File: src/rtl/irqc_pkg.sv
package irqc_pkg;

    localparam int BANK_LINES  = 8;
    localparam int NUM_BANKS   = 2;
    localparam int NUM_LINES   = BANK_LINES * NUM_BANKS;
    localparam int IDX_W       = $clog2(BANK_LINES);
    localparam int LINE_W      = $clog2(NUM_LINES);
    localparam int CASCADE_POS = 2;
    localparam int VEC_W       = 16;
    localparam logic [4:0] EOI_TAG = 5'b00100;

    typedef logic [BANK_LINES-1:0] bank_vec_t;

    typedef struct packed {
        logic             hit;
        logic [IDX_W-1:0] idx;
    } pick_t;

    typedef enum logic [2:0] {
        A_MASK_P = 3'd0,
        A_MASK_S = 3'd1,
        A_TRIG_P = 3'd2,
        A_TRIG_S = 3'd3,
        A_CMD_P  = 3'd4,
        A_CMD_S  = 3'd5
    } reg_addr_e;

    // lowest set bit wins (lowest index = highest priority)
    function automatic pick_t first_set(input bank_vec_t v);
        pick_t p;
        p = '0;
        for (int i = BANK_LINES - 1; i >= 0; i--) begin
            if (v[i]) begin
                p.hit = 1'b1;
                p.idx = IDX_W'(i);
            end
        end
        return p;
    endfunction

    function automatic logic [VEC_W-1:0] vec_of(input logic [LINE_W-1:0] line,
                                                input logic [VEC_W-1:0] base,
                                                input int shift);
        return base + (VEC_W'(line) << shift);
    endfunction

endpackage

File: src/rtl/irqc_regs.sv
module irqc_regs
    import irqc_pkg::*;
#(
    parameter logic [NUM_LINES-1:0] FORCED_EDGE = 16'h2107
) (
    input  logic                 clk,
    input  logic                 rst,
    input  logic                 wr,
    input  logic [2:0]           addr,
    input  logic [7:0]           wdata,
    output logic [NUM_LINES-1:0] mask,
    output logic [NUM_LINES-1:0] level_sel,
    output logic                 eoi_p,
    output logic                 eoi_s,
    output logic [7:0]           rdata
);
    localparam logic [NUM_LINES-1:0] MASK_RST = ~(NUM_LINES'(1) << CASCADE_POS);

    logic [NUM_LINES-1:0] mask_q, trig_q;
    logic                 is_eoi;

    always_ff @(posedge clk) begin
        if (rst) begin
            mask_q <= MASK_RST;
            trig_q <= '0;
        end else if (wr) begin
            case (reg_addr_e'(addr))
                A_MASK_P: mask_q[BANK_LINES-1:0]         <= wdata;
                A_MASK_S: mask_q[NUM_LINES-1:BANK_LINES] <= wdata;
                A_TRIG_P: trig_q[BANK_LINES-1:0]         <= wdata & ~FORCED_EDGE[BANK_LINES-1:0];
                A_TRIG_S: trig_q[NUM_LINES-1:BANK_LINES] <= wdata & ~FORCED_EDGE[NUM_LINES-1:BANK_LINES];
                default: ;
            endcase
        end
    end

    assign is_eoi = wr && (wdata[7:3] == EOI_TAG);
    assign eoi_p  = is_eoi && (reg_addr_e'(addr) == A_CMD_P);
    assign eoi_s  = is_eoi && (reg_addr_e'(addr) == A_CMD_S);

    always_comb begin
        case (reg_addr_e'(addr))
            A_MASK_P: rdata = mask_q[BANK_LINES-1:0];
            A_MASK_S: rdata = mask_q[NUM_LINES-1:BANK_LINES];
            A_TRIG_P: rdata = trig_q[BANK_LINES-1:0];
            A_TRIG_S: rdata = trig_q[NUM_LINES-1:BANK_LINES];
            default:  rdata = '0;
        endcase
    end

    assign mask      = mask_q;
    assign level_sel = trig_q;
endmodule

File: src/rtl/irqc_capture.sv
module irqc_capture
    import irqc_pkg::*;
(
    input  logic                 clk,
    input  logic                 rst,
    input  logic [NUM_LINES-1:0] lines_in,
    input  logic [NUM_LINES-1:0] level_sel,
    input  logic [NUM_LINES-1:0] clr,
    output logic [NUM_LINES-1:0] req_out
);
    logic [NUM_LINES-1:0] prev_q, pend_q;

    for (genvar g = 0; g < NUM_LINES; g++) begin : g_line
        always_ff @(posedge clk) begin
            if (rst) begin
                prev_q[g] <= 1'b0;
                pend_q[g] <= 1'b0;
            end else begin
                prev_q[g] <= lines_in[g];
                if (!level_sel[g] && lines_in[g] && !prev_q[g])
                    pend_q[g] <= 1'b1;
                else if (clr[g] || level_sel[g])
                    pend_q[g] <= 1'b0;
            end
        end
        assign req_out[g] = level_sel[g] ? lines_in[g] : pend_q[g];
    end
endmodule

File: src/rtl/irqc_bank.sv
module irqc_bank
    import irqc_pkg::*;
(
    input  logic             clk,
    input  logic             rst,
    input  bank_vec_t        req,
    input  logic             take,
    input  logic             eoi,
    output logic             valid,
    output logic [IDX_W-1:0] win,
    output bank_vec_t        isr
);
    bank_vec_t isr_q, elig;
    pick_t     top_isr, pick;

    assign top_isr = first_set(isr_q);

    for (genvar g = 0; g < BANK_LINES; g++) begin : g_elig
        assign elig[g] = req[g] && !(top_isr.hit && (IDX_W'(g) >= top_isr.idx));
    end

    assign pick  = first_set(elig);
    assign valid = pick.hit;
    assign win   = pick.idx;

    always_ff @(posedge clk) begin
        if (rst) begin
            isr_q <= '0;
        end else begin
            bank_vec_t nxt;
            nxt = isr_q;
            if (eoi && top_isr.hit) nxt[top_isr.idx] = 1'b0;
            if (take && pick.hit)   nxt[pick.idx]    = 1'b1;
            isr_q <= nxt;
        end
    end

    assign isr = isr_q;
endmodule

File: src/rtl/cascade_irq_ctrl.sv
module cascade_irq_ctrl
    import irqc_pkg::*;
#(
    parameter logic [15:0] FORCED_EDGE = 16'h2107,
    parameter logic [15:0] VEC_BASE    = 16'h0800,
    parameter int          VEC_SHIFT   = 4
) (
    input  logic        clk,
    input  logic        rst,
    input  logic [15:0] irq_in,
    input  logic        bus_wr,
    input  logic [2:0]  bus_addr,
    input  logic [7:0]  bus_wdata,
    output logic [7:0]  bus_rdata,
    output logic        int_out,
    input  logic        int_ack,
    output logic        vec_valid,
    output logic [15:0] vec_out
);
    logic [NUM_LINES-1:0] mask_all, level_all, raw_req, clr_line;
    logic                 eoi_p, eoi_s;
    bank_vec_t            p_req, s_req, p_isr, s_isr;
    logic                 p_valid, s_valid, take_p, take_s;
    logic [IDX_W-1:0]     p_win, s_win;
    logic [LINE_W-1:0]    line;
    logic                 vec_valid_q;
    logic [VEC_W-1:0]     vec_q;

    irqc_regs #(.FORCED_EDGE(FORCED_EDGE)) u_regs (
        .clk(clk), .rst(rst), .wr(bus_wr), .addr(bus_addr), .wdata(bus_wdata),
        .mask(mask_all), .level_sel(level_all), .eoi_p(eoi_p), .eoi_s(eoi_s),
        .rdata(bus_rdata)
    );

    irqc_capture u_cap (
        .clk(clk), .rst(rst), .lines_in(irq_in), .level_sel(level_all),
        .clr(clr_line), .req_out(raw_req)
    );

    // secondary bank: its own lines
    assign s_req = raw_req[NUM_LINES-1:BANK_LINES] & ~mask_all[NUM_LINES-1:BANK_LINES];

    // primary bank: cascade output replaces line 2
    always_comb begin
        p_req = raw_req[BANK_LINES-1:0] & ~mask_all[BANK_LINES-1:0];
        p_req[CASCADE_POS] = s_valid & ~mask_all[CASCADE_POS];
    end

    assign take_p = int_ack && p_valid;
    assign take_s = take_p && (p_win == IDX_W'(CASCADE_POS));

    irqc_bank u_bank_p (
        .clk(clk), .rst(rst), .req(p_req), .take(take_p), .eoi(eoi_p),
        .valid(p_valid), .win(p_win), .isr(p_isr)
    );

    irqc_bank u_bank_s (
        .clk(clk), .rst(rst), .req(s_req), .take(take_s), .eoi(eoi_s),
        .valid(s_valid), .win(s_win), .isr(s_isr)
    );

    assign line     = (p_win == IDX_W'(CASCADE_POS)) ? {1'b1, s_win} : {1'b0, p_win};
    assign clr_line = take_p ? (NUM_LINES'(1) << line) : '0;

    always_ff @(posedge clk) begin
        if (rst) begin
            vec_valid_q <= 1'b0;
            vec_q       <= '0;
        end else begin
            vec_valid_q <= take_p;
            if (take_p) vec_q <= vec_of(line, VEC_BASE, VEC_SHIFT);
        end
    end

    assign int_out   = p_valid;
    assign vec_valid = vec_valid_q;
    assign vec_out   = vec_q;
endmodule

File: config.mk
export PLATFORM = sky130hd
export DESIGN_NAME = cascade_irq_ctrl
export DESIGN_NICKNAME = d
export VERILOG_FILES = /design/src/rtl/irqc_pkg.sv /design/src/rtl/irqc_regs.sv /design/src/rtl/irqc_capture.sv /design/src/rtl/irqc_bank.sv /design/src/rtl/cascade_irq_ctrl.sv
export SDC_FILE = /design/constraint.sdc
export NUM_CORES = 1
export LEC_CHECK = 0
export CAP_MARGIN = 40
export CORE_MARGIN = 2
export CORE_UTILIZATION = 60
export DETAILED_ROUTE_END_ITERATION = 10
export DONT_BUFFER_PORTS = 1
export PLACE_DENSITY = 0.76
export SYNTH_ARGS = -nofsm -noshare
export SYNTH_HDL_FRONTEND = slang
export SYNTH_SLANG_ARGS = --single-unit
export TNS_END_PERCENT = 1
File: constraint.sdc
create_clock -name clk -period 4.2 [get_ports clk]
set_clock_uncertainty 0.2 [all_clocks]
set_input_delay 0.42 -clock clk [delete_from_list [all_inputs] [get_ports clk]]
set_output_delay 0.42 -clock clk [all_outputs]
set_load 0.02 [all_outputs]
* Word-level counts from Yosys, hierarchy flattened
Cells that the tools add are included.
** Word-level totals
- Register bits after elaboration :: 92
- Logic and storage cells :: 324
- Input bits :: 31
** Cells by class
- Mux-type cells :: 92
- $add $sub $neg :: 1
- Reduce and logical (&&, ||, !) cells :: 147
- Bitwise logic cells :: 12
- Equal/unequal tests :: 7
- Shift operators :: 1
- Order comparisons :: 24
** Operators by type and width (count)
- $mux 4 :: 33
- $logic_and 1x1->1 :: 72
- $mux 8 :: 6
- $mux 1 :: 47
- $logic_not 1->1 :: 43
- $and 8x8->8 :: 4
- $not 8->8 :: 4
- $pmux 8 s4 :: 1
- $reduce_bool 2->1 :: 16
- $ge 3x3->1 const A :: 8
- $lt 3x4->1 const B :: 4
- $mux 16 :: 1
- $or 8x8->8 :: 2
- $shl 1x4->16 const A :: 1
- $add 12x8->13 const A :: 1
- $demux 1 s3 :: 4
- $ge 1x3->1 const A :: 4
- $ge 2x3->1 const A :: 4
- $ge 3x1->1 const B :: 4
- $logic_or 1x1->1 :: 11
- $eq 3x2->1 const B :: 3
- $reduce_and 2->1 :: 4
- $eq 3x3->1 const B :: 2
- $eq 5x3->1 const B :: 1
- 4 further kinds :: 4

* Logic depth before layout (Yosys ltp)
- Word-level depth :: 32
- Mapped depth :: 11

* Modules after synthesis
Synthesis repeated with hierarchy kept, for this count alone.
** Second synthesis, totals
- Cell total of the unflattened synthesis :: 490
- Area, all modules :: 4580.6 µm²
** By module, submodules not included
- irqc_regs :: cells an instance 149, area each 1423.9 µm², times used 1, seq. area each 540.5 µm²
- irqc_capture :: cells an instance 115, area each 1351.3 µm², times used 1, seq. area each 640.6 µm²
- cascade_irq_ctrl :: cells an instance 82, area each 621.8 µm², times used 1, seq. area each 120.1 µm²
- irqc_bank at u_bank_s :: cells an instance 68, area each 609.3 µm², times used 1, seq. area each 160.2 µm²
- irqc_bank at u_bank_p :: cells an instance 76, area each 574.3 µm², times used 1, seq. area each 160.2 µm²

* Least setup slack after synthesis
Ideal clock, no wire load.
- Kind :: reg2reg
- Start :: register u_bank_s.isr_q[1], in the netlist u_bank_s.isr[1]
- End :: register u_cap.pend_q[13]
- Stages on the path, launching flop included :: 11
- Period minus slack after synthesis :: 2839 ps
- Library setup time :: 132 ps
- Data arrival time :: 2506 ps
- Setup slack :: 1361 ps
- Cells stage by stage :: dfxtp_1 buf_6 or4_4 nor3_4 or3_4 nand4b_4 a21oi_2 or4b_1 buf_2 o31ai_2 a21oi_1
** On the way
- Cells in the longest elaborated chain, start to end :: 24
** Ends and longest elaborated chain
- from (decl) :: RTL line irqc_bank.sv:13 : bank_vec_t isr_q, elig;
- from (signal assigned) :: RTL line irqc_bank.sv:34 : isr_q <= nxt;
- $mux 4 (*) (2 in series) :: RTL line irqc_pkg.sv:33 : if (v[i]) begin
- $ge 3x3->1 :: RTL line irqc_bank.sv:19 : assign elig[g] = req[g] && !(top_isr.hit && (IDX_W'(g) >= top_isr.idx));
- $logic_and 1x1->1 :: RTL line irqc_bank.sv:19
- $logic_not 1->1 :: RTL line irqc_bank.sv:19
- $logic_and 1x1->1 :: RTL line irqc_bank.sv:19
- $mux 4 (7 in series) :: RTL line irqc_pkg.sv:33
- $mux 4 (*) :: RTL line irqc_pkg.sv:33
- $and 1x1->1 :: RTL line cascade_irq_ctrl.sv:46 : p_req[CASCADE_POS] = s_valid & ~mask_all[CASCADE_POS];
- $logic_and 1x1->1 :: RTL line irqc_bank.sv:19
- $mux 4 (3 in series) :: RTL line irqc_pkg.sv:33
- $eq 3x2->1 :: RTL line cascade_irq_ctrl.sv:62 : assign line = (p_win == IDX_W'(CASCADE_POS)) ? {1'b1, s_win} : {1'b0, p_win};
- $mux 4 :: RTL line cascade_irq_ctrl.sv:62
- $shl 1x4->16 :: RTL line cascade_irq_ctrl.sv:63 : assign clr_line = take_p ? (NUM_LINES'(1) << line) : '0;
- $mux 16 (*) :: RTL line cascade_irq_ctrl.sv:63
- $reduce_bool 2->1 (no line) (*)
- to (signal, indexed assignment) :: RTL line irqc_capture.sv:17 : pend_q[g] <= 1'b0;
- to (signal, indexed assignment) :: RTL line irqc_capture.sv:21 : pend_q[g] <= 1'b1;
- to (signal, indexed assignment) :: RTL line irqc_capture.sv:23 : pend_q[g] <= 1'b0;
- to (decl) :: RTL line irqc_capture.sv:11 : logic [NUM_LINES-1:0] prev_q, pend_q;
Mark *: on every way between the ends. The rest lies on a longest branch, timed or not.
A chain may end at the register's enable or synchronous reset.

* Worst setup path in the final report
Same ends and word-level chain as after synthesis.

==> out/metrics.yaml <==
fin_nets: 499
synth_area_leader_cell: "dfxtp_1"
design.core.area_mm2: 0.00639
worstSkewPairLatency_ns: 0.36
place.gp.congestion: 0.930
drt_iter0_markers: 238
grt_pass1_wl_um: 16100
grt-ovfl-total: 0
final_max_slew_viol_count: 0
ys_ff_latch: 79
grt_setup_unrepaired: "false"
area_growth_pct: 8.57
ff2ff_path_depth: 8
firstDrtPassIters: 5
synth_top_area_share_pct: 39.5
power_density_mw_per_mm2: 343
syn-cell-area_mm2: 0.00400
die_h_um: 85.7
place_inst: 515
num_rows: 29
die_x_um: 85.7
power_leakage_nw: 1.63
synth_cells: 457
drc_errors: 0
cts_tree: "done"
nFillCells: 531
crit_path_end_kind: "flop"
path_cells: "or4_4 -> nor2_4 -> o311ai_1 -> nand4b_4 -> a21o_1 -> or4b_1 -> o31ai_2 -> a21oi_1"
synth_area_leaders: "dfxtp_1 40%, mux2i_1 8.8%, nor2_1 4.6%"
routed_wl_um: 9790
vias: 3414
timing.rr.start: "u_bank_s.isr[1]"
ir_drop_mv: 0.219
synthArstFlopShare_pct: 0
preCtsSetupSlack_ns: 1.12
setup_viol: 0
cpMaxStageDelayCell: "or4b_1"
timing_hold_violations_final: 0
synth_ff_type: "dfxtp_1"
arrival_ns: 3.20
instances_no_fill: 550
routed_via_density: 6.21
hpwlAfterDp_um: 6780
ff2ff_setup_slack_ns: 1.04
cap_violations: 0
hp-start: "irq_in[10]"
cp.required_ns: 4.24
initial_utilization_pct: 62.7
cts-root-buf: "clkbuf_8"
min_path_cells: 1
grt_max_degree: 52
ys_seq_area_share_pct: 39.5
avgSynthCellArea_um2: 8.76
clk_pin_slew_ns: 0.08
port_buffers: 0
synth_common_cells: "79 x dfxtp_1, 49 x nor2_1, 42 x nand2_1"
cts_buffers: 9
cts_setup_buffers: 0
gr-usage-all-layers_pct: 28.1
drtAntennaViolNets: 0
num_io_pins: 57
yosys.cell_types.count: 72
routedWlPerCell_um: 17.8
crit_type: "reg -> reg"
max_freq_ghz: 0.317
synth_edf_count: 0
r2r_end: "u_cap.pend_q[13]"
crit_path_start_kind: "flop"
max_stage_delay_ns: 0.64
slew_headroom_pct: 46.0
fin_setup_tns_ns: 0
critPathMaxFanout: 9
period_share_pct: 75.2
clock_sink_count: 79
hp-class: "in -> reg"
ys_warn_count: 0
cts_resized: 0
dieArea_mm2: 0.00734
antenna_found_initial: 0
n_antenna_cell: 0
cts_max_path_buffers: 2
setup_slack_ns: 1.04
grt_pass1_vias: 3299
post-synth-top-count-cell: "dfxtp_1"
whs_ns: 0.00367
drive_gt1_share_pct: 9.73
whs_endpoint: "u_cap.prev_q[10]"
final.min_clock_period_ns: 3.16
tightest_slew_ns: 0.809
h-tree-depth: 3
power.total_mw: 1.49
status: "finished clean"
==> through the flow <==
stage	instance area, um2	util [%]
after floorplan	4040	-
after detailed placement	3980	62.3
final	4350	68.0
after CTS	4350	68.0
after global placement	3970	62.2
after global routing	4350	68.0
==> critical path: cells and delay by family (launching register included) <==
kind	cells	cell delay [ns]
simple gates	4	1.60
flops	1	0.42
compound gates	4	0.81
==> metal layers <==
metal  share of wire, %  GRT usage (%)  up-vias
li1                   -              -     1644
met1                 46           38.2     1612
met2                 45           42.7      133
met3                5.5           4.81       25
met4                3.3           15.2        0
met5                  0              0        -
==> placed cells by master, fill, tap and decap left out, types with 4 or more instances in the layout <==
| cell type | instances |
|---|---|
| a211oi_1 | 5 |
| a21o_1 | 4 |
| a21oi_1 | 26 |
| a31oi_1 | 6 |
| clkbuf_8 | 9 |
| conb_1 | 11 |
| dfxtp_1 | 79 |
| dlygate4sd3_1 | 18 |
| inv_1 | 10 |
| mux2i_1 | 35 |
| mux4_2 | 4 |
| nand2_1 | 42 |
| nand2b_1 | 12 |
| nand3_1 | 14 |
| nor2_1 | 49 |
| nor2b_1 | 26 |
| nor3_1 | 10 |
| nor4b_1 | 5 |
| o21ai_0 | 13 |
| o31ai_1 | 6 |
| or2_2 | 4 |
| or3_1 | 5 |
==> cells by family (layout without fill, tap and decap cells) <==
| group | Yosys count | count (layout) | share of synthesized area [%] |
|---|---|---|---|
| buf+inv | 42 | 48 | 5.28 |
| mux | 40 | 40 | 11.3 |
| compound gates | 99 | 99 | 17.3 |
| other cells | 1 | 11 | 0.0937 |
| simple gates | 196 | 196 | 26.6 |
| flops | 79 | 79 | 39.5 |
==> worst max-delay path by stage <==
stage,endpoint,depth (start not counted),startpoint,slack [ns]
2_1_floorplan,u_cap.pend_q[13],10,u_bank_s.isr[1],1.36
3_3_place_gp,u_cap.pend_q[13],8,u_bank_s.isr[1],1.17
3_5_place_dp,u_cap.pend_q[13],8,u_bank_s.isr[1],1.12
4_1_cts,u_cap.pend_q[13],8,u_bank_s.isr[1],1.10
5_1_grt,u_cap.pend_q[13],8,u_bank_s.isr[0],0.92
6_report,u_cap.pend_q[13],8,u_bank_s.isr[1],1.04
==> state kept, by name, summed over array words and instances, names as in the netlist <==
| register | flops |
|---|---|
| u_bank_p.isr | 8 |
| u_bank_s.isr | 8 |
| u_cap.pend_q | 15 |
| u_cap.prev_q | 15 |
| u_regs.level_sel | 11 |
| u_regs.mask | 16 |
| vec_out | 5 |
| vec_valid | 1 |
==> report_power, final <==
part	total [mW]	switching (mW)	leakage, nW	internal (mW)
registers	0.812	0.0298	0.647	0.782
logic	0.190	0.106	0.905	0.0841
clock network	0.491	0.279	0.0781	0.211
==> repair_timing <==
item / CTS / global route
hold buffers: 19 / 0
endpoints found under the hold margin: 63 / 0
setup endpoints to repair: 0 / 0
==> cell type report <==
class                   count  area [um2]  share of cell area, %
clock buffers              10         128                   2.94
clock inverters             6        37.5                  0.864
multi-input cells         346        2250                   51.7
flip-flops and latches     79        1580                   36.4
well taps                  77        96.3                   2.22
inverters                  10        37.5                  0.864
repair buffers             22         218                   5.01
Note: power is estimated with default switching activity, not from simulation.
